--- src/rtl/alm_pkg.sv ---
package alm_pkg;

    localparam int FLD_W   = 7;
    localparam int NUM_FLD = 4;

    typedef enum logic [1:0] {
        FLD_SEC  = 2'd0,
        FLD_MIN  = 2'd1,
        FLD_HOUR = 2'd2,
        FLD_DAY  = 2'd3
    } fld_idx_e;

    typedef struct packed {
        logic             ignore;
        logic [FLD_W-1:0] value;
    } alm_fld_t;

    function automatic logic fld_agrees(alm_fld_t setting, logic [FLD_W-1:0] now);
        return setting.ignore || (setting.value == now);
    endfunction

endpackage

--- src/rtl/alm_field_cmp.sv ---
module alm_field_cmp
    import alm_pkg::*;
(
    input  alm_fld_t         setting,
    input  logic [FLD_W-1:0] now,
    output logic             agrees
);

    always_comb begin
        agrees = fld_agrees(setting, now);
    end

endmodule

--- src/rtl/alm_match_unit.sv ---
module alm_match_unit
    import alm_pkg::*;
(
    input  logic [NUM_FLD-1:0][FLD_W:0]   setting,
    input  logic [NUM_FLD-1:0][FLD_W-1:0] now,
    output logic                          hit
);

    logic [NUM_FLD-1:0] fld_ok;

    for (genvar f = 0; f < NUM_FLD; f++) begin : g_fld
        alm_fld_t cfg;
        assign cfg = alm_fld_t'(setting[f]);
        alm_field_cmp u_cmp (
            .setting (cfg),
            .now     (now[f]),
            .agrees  (fld_ok[f])
        );
    end

    assign hit = &fld_ok;

endmodule

--- src/rtl/masked_alarm_cmp.sv ---
module masked_alarm_cmp
    import alm_pkg::*;
#(
    parameter int NUM_ALM = 2
) (
    input  logic                                clk,
    input  logic                                rst,
    input  logic                                upd_stb,
    input  logic [NUM_FLD-1:0][FLD_W-1:0]       cur_time,
    input  logic [NUM_ALM-1:0][NUM_FLD-1:0][FLD_W:0] alarm_cfg,
    output logic [NUM_ALM-1:0]                  alarm_set
);

    logic [NUM_ALM-1:0] hit;
    logic [NUM_ALM-1:0] set_q;

    for (genvar a = 0; a < NUM_ALM; a++) begin : g_alm
        alm_match_unit u_unit (
            .setting (alarm_cfg[a]),
            .now     (cur_time),
            .hit     (hit[a])
        );
    end

    always_ff @(posedge clk) begin
        if (rst) begin
            set_q <= '0;
        end else if (upd_stb) begin
            set_q <= hit;
        end else begin
            set_q <= '0;
        end
    end

    assign alarm_set = set_q;

endmodule

--- config.mk ---
export PLATFORM = sky130hd
export DESIGN_NAME = masked_alarm_cmp
export DESIGN_NICKNAME = d
export VERILOG_FILES = /design/src/rtl/alm_pkg.sv /design/src/rtl/alm_field_cmp.sv /design/src/rtl/alm_match_unit.sv /design/src/rtl/masked_alarm_cmp.sv
export SDC_FILE = /design/constraint.sdc
export NUM_CORES = 1
export LEC_CHECK = 0
export BUFFER_PORTS_ARGS = -buffer_cell sky130_fd_sc_hd__buf_2
export CORE_MARGIN = 1
export CORE_UTILIZATION = 27
export CTS_CLUSTER_DIAMETER = 80
export DETAILED_ROUTE_END_ITERATION = 16
export PLACE_DENSITY = 0.76
export SYNTH_ARGS = -nofsm -noshare
export SYNTH_HDL_FRONTEND = slang
export SYNTH_SLANG_ARGS = --single-unit
export TNS_END_PERCENT = 1
--- constraint.sdc ---
create_clock -name clk -period 1.3 [get_ports clk]
set_input_delay 0.39 -clock clk [delete_from_list [all_inputs] [get_ports clk]]
set_output_delay 0.39 -clock clk [all_outputs]
set_load 0.1 [all_outputs]
==> results.yml, run 1 <==
status:
  status: "complete, no violations"
critical_path:
  critical_path_required_ns: 1.43
  endpoint_kind: "flip-flop"
  cp.arrival_ns: 1.36
  start_kind: "input pin"
  cp-startpoint: "cur_time[13]"
  worstSetupEndpoint: "alarm_set[1]$_SDFF_PP0_"
  path_max_fanout: 2
  path_class: "input pin to flip-flop"
synth:
  synth_seq_cells: 2
  synthAdderAreaFrac_pct: 0
  synth_top_area_cell: "xor2_1"
  netlist_instances: 80
  synth_xor_xnor_area_share_pct: 71.5
  synth_area_leaders: "xor2_1 49%, xnor2_1 23%, nor4_1 11%"
  netlist_area_sq_um: 686
  syn_area_per_cell_sq_um: 8.57
  synth_top_cell_area_share_pct: 48.5
  synth_top_family_by_area: "XOR/XNOR gates"
  yosys.area_share.simple_pct: 12.8
  yosys.cell_types.count: 8
  ys.warnings.count: 0
  syn_nets: 175
  muxShareOfSynthArea_pct: 0
  synth-seq-area-share_pct: 5.84
  synth-compound-area-share_pct: 9.85
sta:
  setup_ws_ns: 0.0672
  report.final.setup_viol: 0
  fin_crit_sh_pct: 94.8
  fmax_mhz: 811
  drv_slew: 0
  min_period_ns: 1.23
  whs_ns: 0.501
  slew_headroom_pct: 80.3
  rsz0062_at_grt: "true"
  fin_setup_tns_ns: 0
  finalHoldViolCount: 0
  worst_pin_slew_ns: 0.293
route:
  vias: 962
  wl_um: 2300
  drtPass1Iterations: 4
  routedWlPerCell_um: 10.5
  drtIter0Drc: 7
  via_per_inst: 4.37
  drc: 0
  detail-route-antenna-nets: 0
finish:
  largest_reg_flops: 2
  layout.nets: 289
  areaGrowthSynthToFinish_pct: 99.8
  drive_above_1_share_pct: 59.9
  antennaDiodeCount: 0
  n_fill_cell: 226
floorplanning:
  fp.dieW_um: 52.4
  die_h_um: 52.4
  pin_count: 97
  rows: 17
  initial_utilization_pct: 29.8
  die_area_sq_mm: 0.00275
  coreArea_sq_mm: 0.00230
clock_tree:
  cts_setup_buffers: 0
  cts_tree: "done"
  cts_buffers: 3
  clkTransAtPathRegs_ns: 0.03
  root_buffer: "clkbuf_4"
  clockBufferDepth: 2
  cts.sinks: 2
  htree_levels: 1
place:
  io_buffers: 96
  place_ws_ns: -0.213
  post-dp-hpwl_um: 2100
  gp_congestion: 0.688
global_route:
  antenna_found_initial: 0
  grt_pass1_vias: 896
  gr-usage-all-layers_pct: 16.1
  grt-ovfl-total: 0
  grt_pass1_wl_um: 3290
  grt_max_degree: 3
power_and_ir_drop:
  peakVddDrop_mv: 0.303
  finalPower_mw: 0.584
  leakage_nw: 0.699
  power_density_mw_per_mm2: 426
worst_hold_path:
  min_path_type: "input pin to flip-flop"
flow_run:
  drv_cap: 0
-- report_power, final --
part | internal, mW | switching, mW | total [mW]
Sequential | 0.0626 | 0.000509 | 0.0631
Combinational | 0.227 | 0.158 | 0.385
Clock | 0.102 | 0.0349 | 0.137
Total | 0.391 | 0.193 | 0.584
-- cell type report --
type                            count  area, sq um  area share [%]
Multi-Input combinational cell     78          664            48.5
Timing Repair Buffer              109          608            44.4
Sequential cell                     2         40.0            2.92
Tap cell                           28         35.0            2.56
Clock buffer                        3         22.5            1.64
-- per-stage QoR --
stage	utilization, %	cells	cell area, sq um
floorplan	-	80	686
global placement	57.8	217	1330
detailed placement	57.8	217	1330
CTS	58.8	220	1350
global route	59.6	220	1370
finish	59.6	220	1370
-- how the worst min path moves through the flow --
stage	startpoint	slack [ns]	cells past startpoint	to
2_1_floorplan	alarm_cfg[7]	0.64	2	alarm_set[0]$_SDFF_PP0_
3_3_place_gp	alarm_cfg[55]	0.74	3	alarm_set[1]$_SDFF_PP0_
3_5_place_dp	alarm_cfg[7]	0.77	3	alarm_set[0]$_SDFF_PP0_
4_1_cts	alarm_cfg[55]	0.54	3	alarm_set[1]$_SDFF_PP0_
5_1_grt	alarm_cfg[7]	0.53	3	alarm_set[0]$_SDFF_PP0_
6_report	alarm_cfg[63]	0.50	3	alarm_set[1]$_SDFF_PP0_
-- cells in the mapped netlist --
master and instances:
nor4_1 12, dfxtp_1 2, xnor2_1 18, nor2b_1 1
xor2_1 38, nand2b_1 1, a22oi_1 2, a41oi_1 6
-- critical path: stages --
cell and delay, ns:
buf_2 0.11, xor2_1 0.16, nor4_2 0.29, a41oi_1 0.16
nor4_1 0.26
-- repair_timing --
item                                    4_1_cts  5_1_grt
endpoints found under the setup margin        0        2
hold buffers                                  0        0
gates resized for setup                       0        3
-- metal layers --
| metal | routed length [um] | share of wire [%] | global-route usage (%) |
|---|---|---|---|
| met3 | 330 | 14 | 8.12 |
| met2 | 1190 | 52 | 31.9 |
| met1 | 783 | 34 | 15.0 |
| met5 | 0 | 0 | 0 |
| met4 | 0 | 0 | 1.32 |
-- cell usage in the layout, fill, tap and decap left out, drive strengths merged --
| cell type | n |
|---|---|
| a22oi | 2 |
| a41oi | 6 |
| buf | 109 |
| clkbuf | 3 |
| dfxtp | 2 |
| nand2b | 1 |
| nor2b | 1 |
| nor4 | 12 |
| xnor2 | 18 |
| xor2 | 38 |
-- kinds of logic (layout without fill, tap and decap cells) --
logic type	after synthesis	in the layout
AND/OR/NAND/NOR	14	14
AO/OA/AOI/OAI	8	8
flip-flops	2	2
buffers and inverters	0	112
XOR/XNOR	56	56
Power figures use the tool's default switching activity.
==> inputs of run 2 (changes only) <==
--- a/config.mk
+++ b/config.mk
@@ -7,10 +7,11 @@
 export LEC_CHECK = 0
 export BUFFER_PORTS_ARGS = -buffer_cell sky130_fd_sc_hd__buf_2
 export CORE_MARGIN = 1
-export CORE_UTILIZATION = 27
+export CORE_UTILIZATION = 28
+export CTS_BUF_LIST = sky130_fd_sc_hd__clkbuf_8
 export CTS_CLUSTER_DIAMETER = 80
 export DETAILED_ROUTE_END_ITERATION = 16
-export PLACE_DENSITY = 0.76
+export PLACE_DENSITY = 0.78
 export SYNTH_ARGS = -nofsm -noshare
 export SYNTH_HDL_FRONTEND = slang
 export SYNTH_SLANG_ARGS = --single-unit
==> results.yml, run 2 (same netlist as run 1, synthesis figures left out) <==
power_and_ir_drop:
  leakage_nw: 0.726
  peakVddDrop_mv: 0.311
  p_switching_mw: 0.212
  finalPower_mw: 0.706
  power_density_mw_per_mm2: 494
  combPwrFrac_pct: 56.5
  power_frac_clock_pct: 34.6
  p_sw_share_pct: 30.0
  power_frac_seq_pct: 8.9
  internal_power_mw: 0.495
floorplanning:
  coreArea_sq_mm: 0.00225
  pin_count: 97
  rows: 17
  die_area_sq_mm: 0.00265
  initial_utilization_pct: 30.4
  die_h_um: 51.5
  fp.dieW_um: 51.5
worst_hold_path:
  whs_endpoint: "alarm_set[0]$_SDFF_PP0_"
  hp-start: "alarm_cfg[31]"
  holdPathStages: 3
  min_path_type: "input pin to flip-flop"
sta:
  min_period_ns: 1.25
  slew_headroom_pct: 80.5
  report.final.setup_viol: 0
  rsz0062_at_grt: "true"
  fin_crit_sh_pct: 95.8
  fin_setup_tns_ns: 0
  finalHoldViolCount: 0
  fmax_mhz: 803
  drv_slew: 0
  worst_pin_slew_ns: 0.290
finish:
  antennaDiodeCount: 0
  layout.nets: 292
  areaGrowthSynthToFinish_pct: 109
  largest_reg_flops: 2
  final_cell_mix: "92 x buf_2, 38 x xor2_1, 18 x xnor2_1"
  final_common_cell: "buf_2"
  drive_above_1_share_pct: 61.0
place:
  gp_congestion: 0.669
  post-dp-hpwl_um: 2100
  io_buffers: 96
clock_tree:
  clkTransAtPathRegs_ns: 0.03
  clockBufferDepth: 2
  cts.sinks: 2
  cts_tree: "done"
  cts_buffers: 3
  root_buffer: "clkbuf_8"
  htree_levels: 1
route:
  drtPass1Iterations: 2
  detail-route-antenna-nets: 0
  drtIter0Drc: 2
  wl_um: 2340
  vias: 999
  via_per_inst: 4.48
  drc: 0
  routedWlPerCell_um: 10.5
global_route:
  gr-usage-all-layers_pct: 18.1
  grt-ovfl-total: 0
  grt_pass1_vias: 949
  grt_max_degree: 3
  grt_pass1_wl_um: 3510
  antenna_found_initial: 0
critical_path:
  path_max_fanout: 2
  start_kind: "input pin"
  critical_path_required_ns: 1.42
  path_class: "input pin to flip-flop"
  endpoint_kind: "flip-flop"
  cp.arrival_ns: 1.37
status:
  status: "complete, no violations"
flow_run:
  drv_cap: 0
[run 2: worst max path at each step]
stage / start / slack [ns] / to / cells after the start
6_report: cur_time[13] / 0.05 / alarm_set[1]$_SDFF_PP0_ / 5
5_1_grt: cur_time[17] / -0.01 / alarm_set[0]$_SDFF_PP0_ / 5
3_5_place_dp: cur_time[25] / -0.21 / alarm_set[0]$_SDFF_PP0_ / 5
3_3_place_gp: cur_time[25] / -0.18 / alarm_set[0]$_SDFF_PP0_ / 5
4_1_cts: cur_time[25] / 0.005 / alarm_set[0]$_SDFF_PP0_ / 5
2_1_floorplan: alarm_set[0]$_SDFF_PP0_ / 0.001 / alarm_set[0] / 0
[run 2: per-stage QoR]
stage          utilization (%)  cells  instance area, sq um  worst slack (ns)  hold slack (ns)
6_report                  63.4    223                  1430            0.0543            0.510
5_1_grt                   63.4    223                  1430           -0.0123            0.534
4_1_cts                   61.4    222                  1390           0.00455            0.534
3_5_place_dp              59.6    219                  1340            -0.214            0.753
3_3_place_gp              59.6    219                  1340            -0.175            0.739
2_1_floorplan                -     80                   686           0.00102            0.638
[run 2: power groups by stage]
stage               clock network, mW  logic (mW)  registers (mW)
finish                          0.244       0.399          0.0632
global route                    0.259       0.438          0.0632
CTS                             0.251       0.385          0.0632
detailed placement                  0       0.382          0.0639
global placement                    0       0.376          0.0639
floorplan                           0       0.144          0.0685
[run 2: per-layer routing]
layer / up-vias / part of all wire (%) / wire length (um) / track usage [%]
met5: - / 0 / 0 / 0
met4: 0 / 2.0 / 46 / 9.46
met3: 4 / 11 / 267 / 5.06
met2: 64 / 54 / 1270 / 34.6
met1: 414 / 32 / 753 / 17.1
li1: 517 / - / - / -
[run 2: critical path, cell delays in order]
cell     delay [ns]
buf_2          0.11
xor2_1         0.15
nor4_1         0.30
a41oi_1        0.16
nor4_1         0.25
[run 2: what timing repair did]
item	CTS	global route
hold buffers	0	0
endpoints found under the hold margin	0	0
setup endpoints to repair	0	2
gates resized for setup	0	6
buffers inserted	0	1
[run 2: area by class of cell]
type,count,area (sq um)
clock buffers,3,41.3
well taps,28,35.0
fillers,210,825
flip-flops and latches,2,40.0
repair buffers,112,643
multi-input cells,78,671
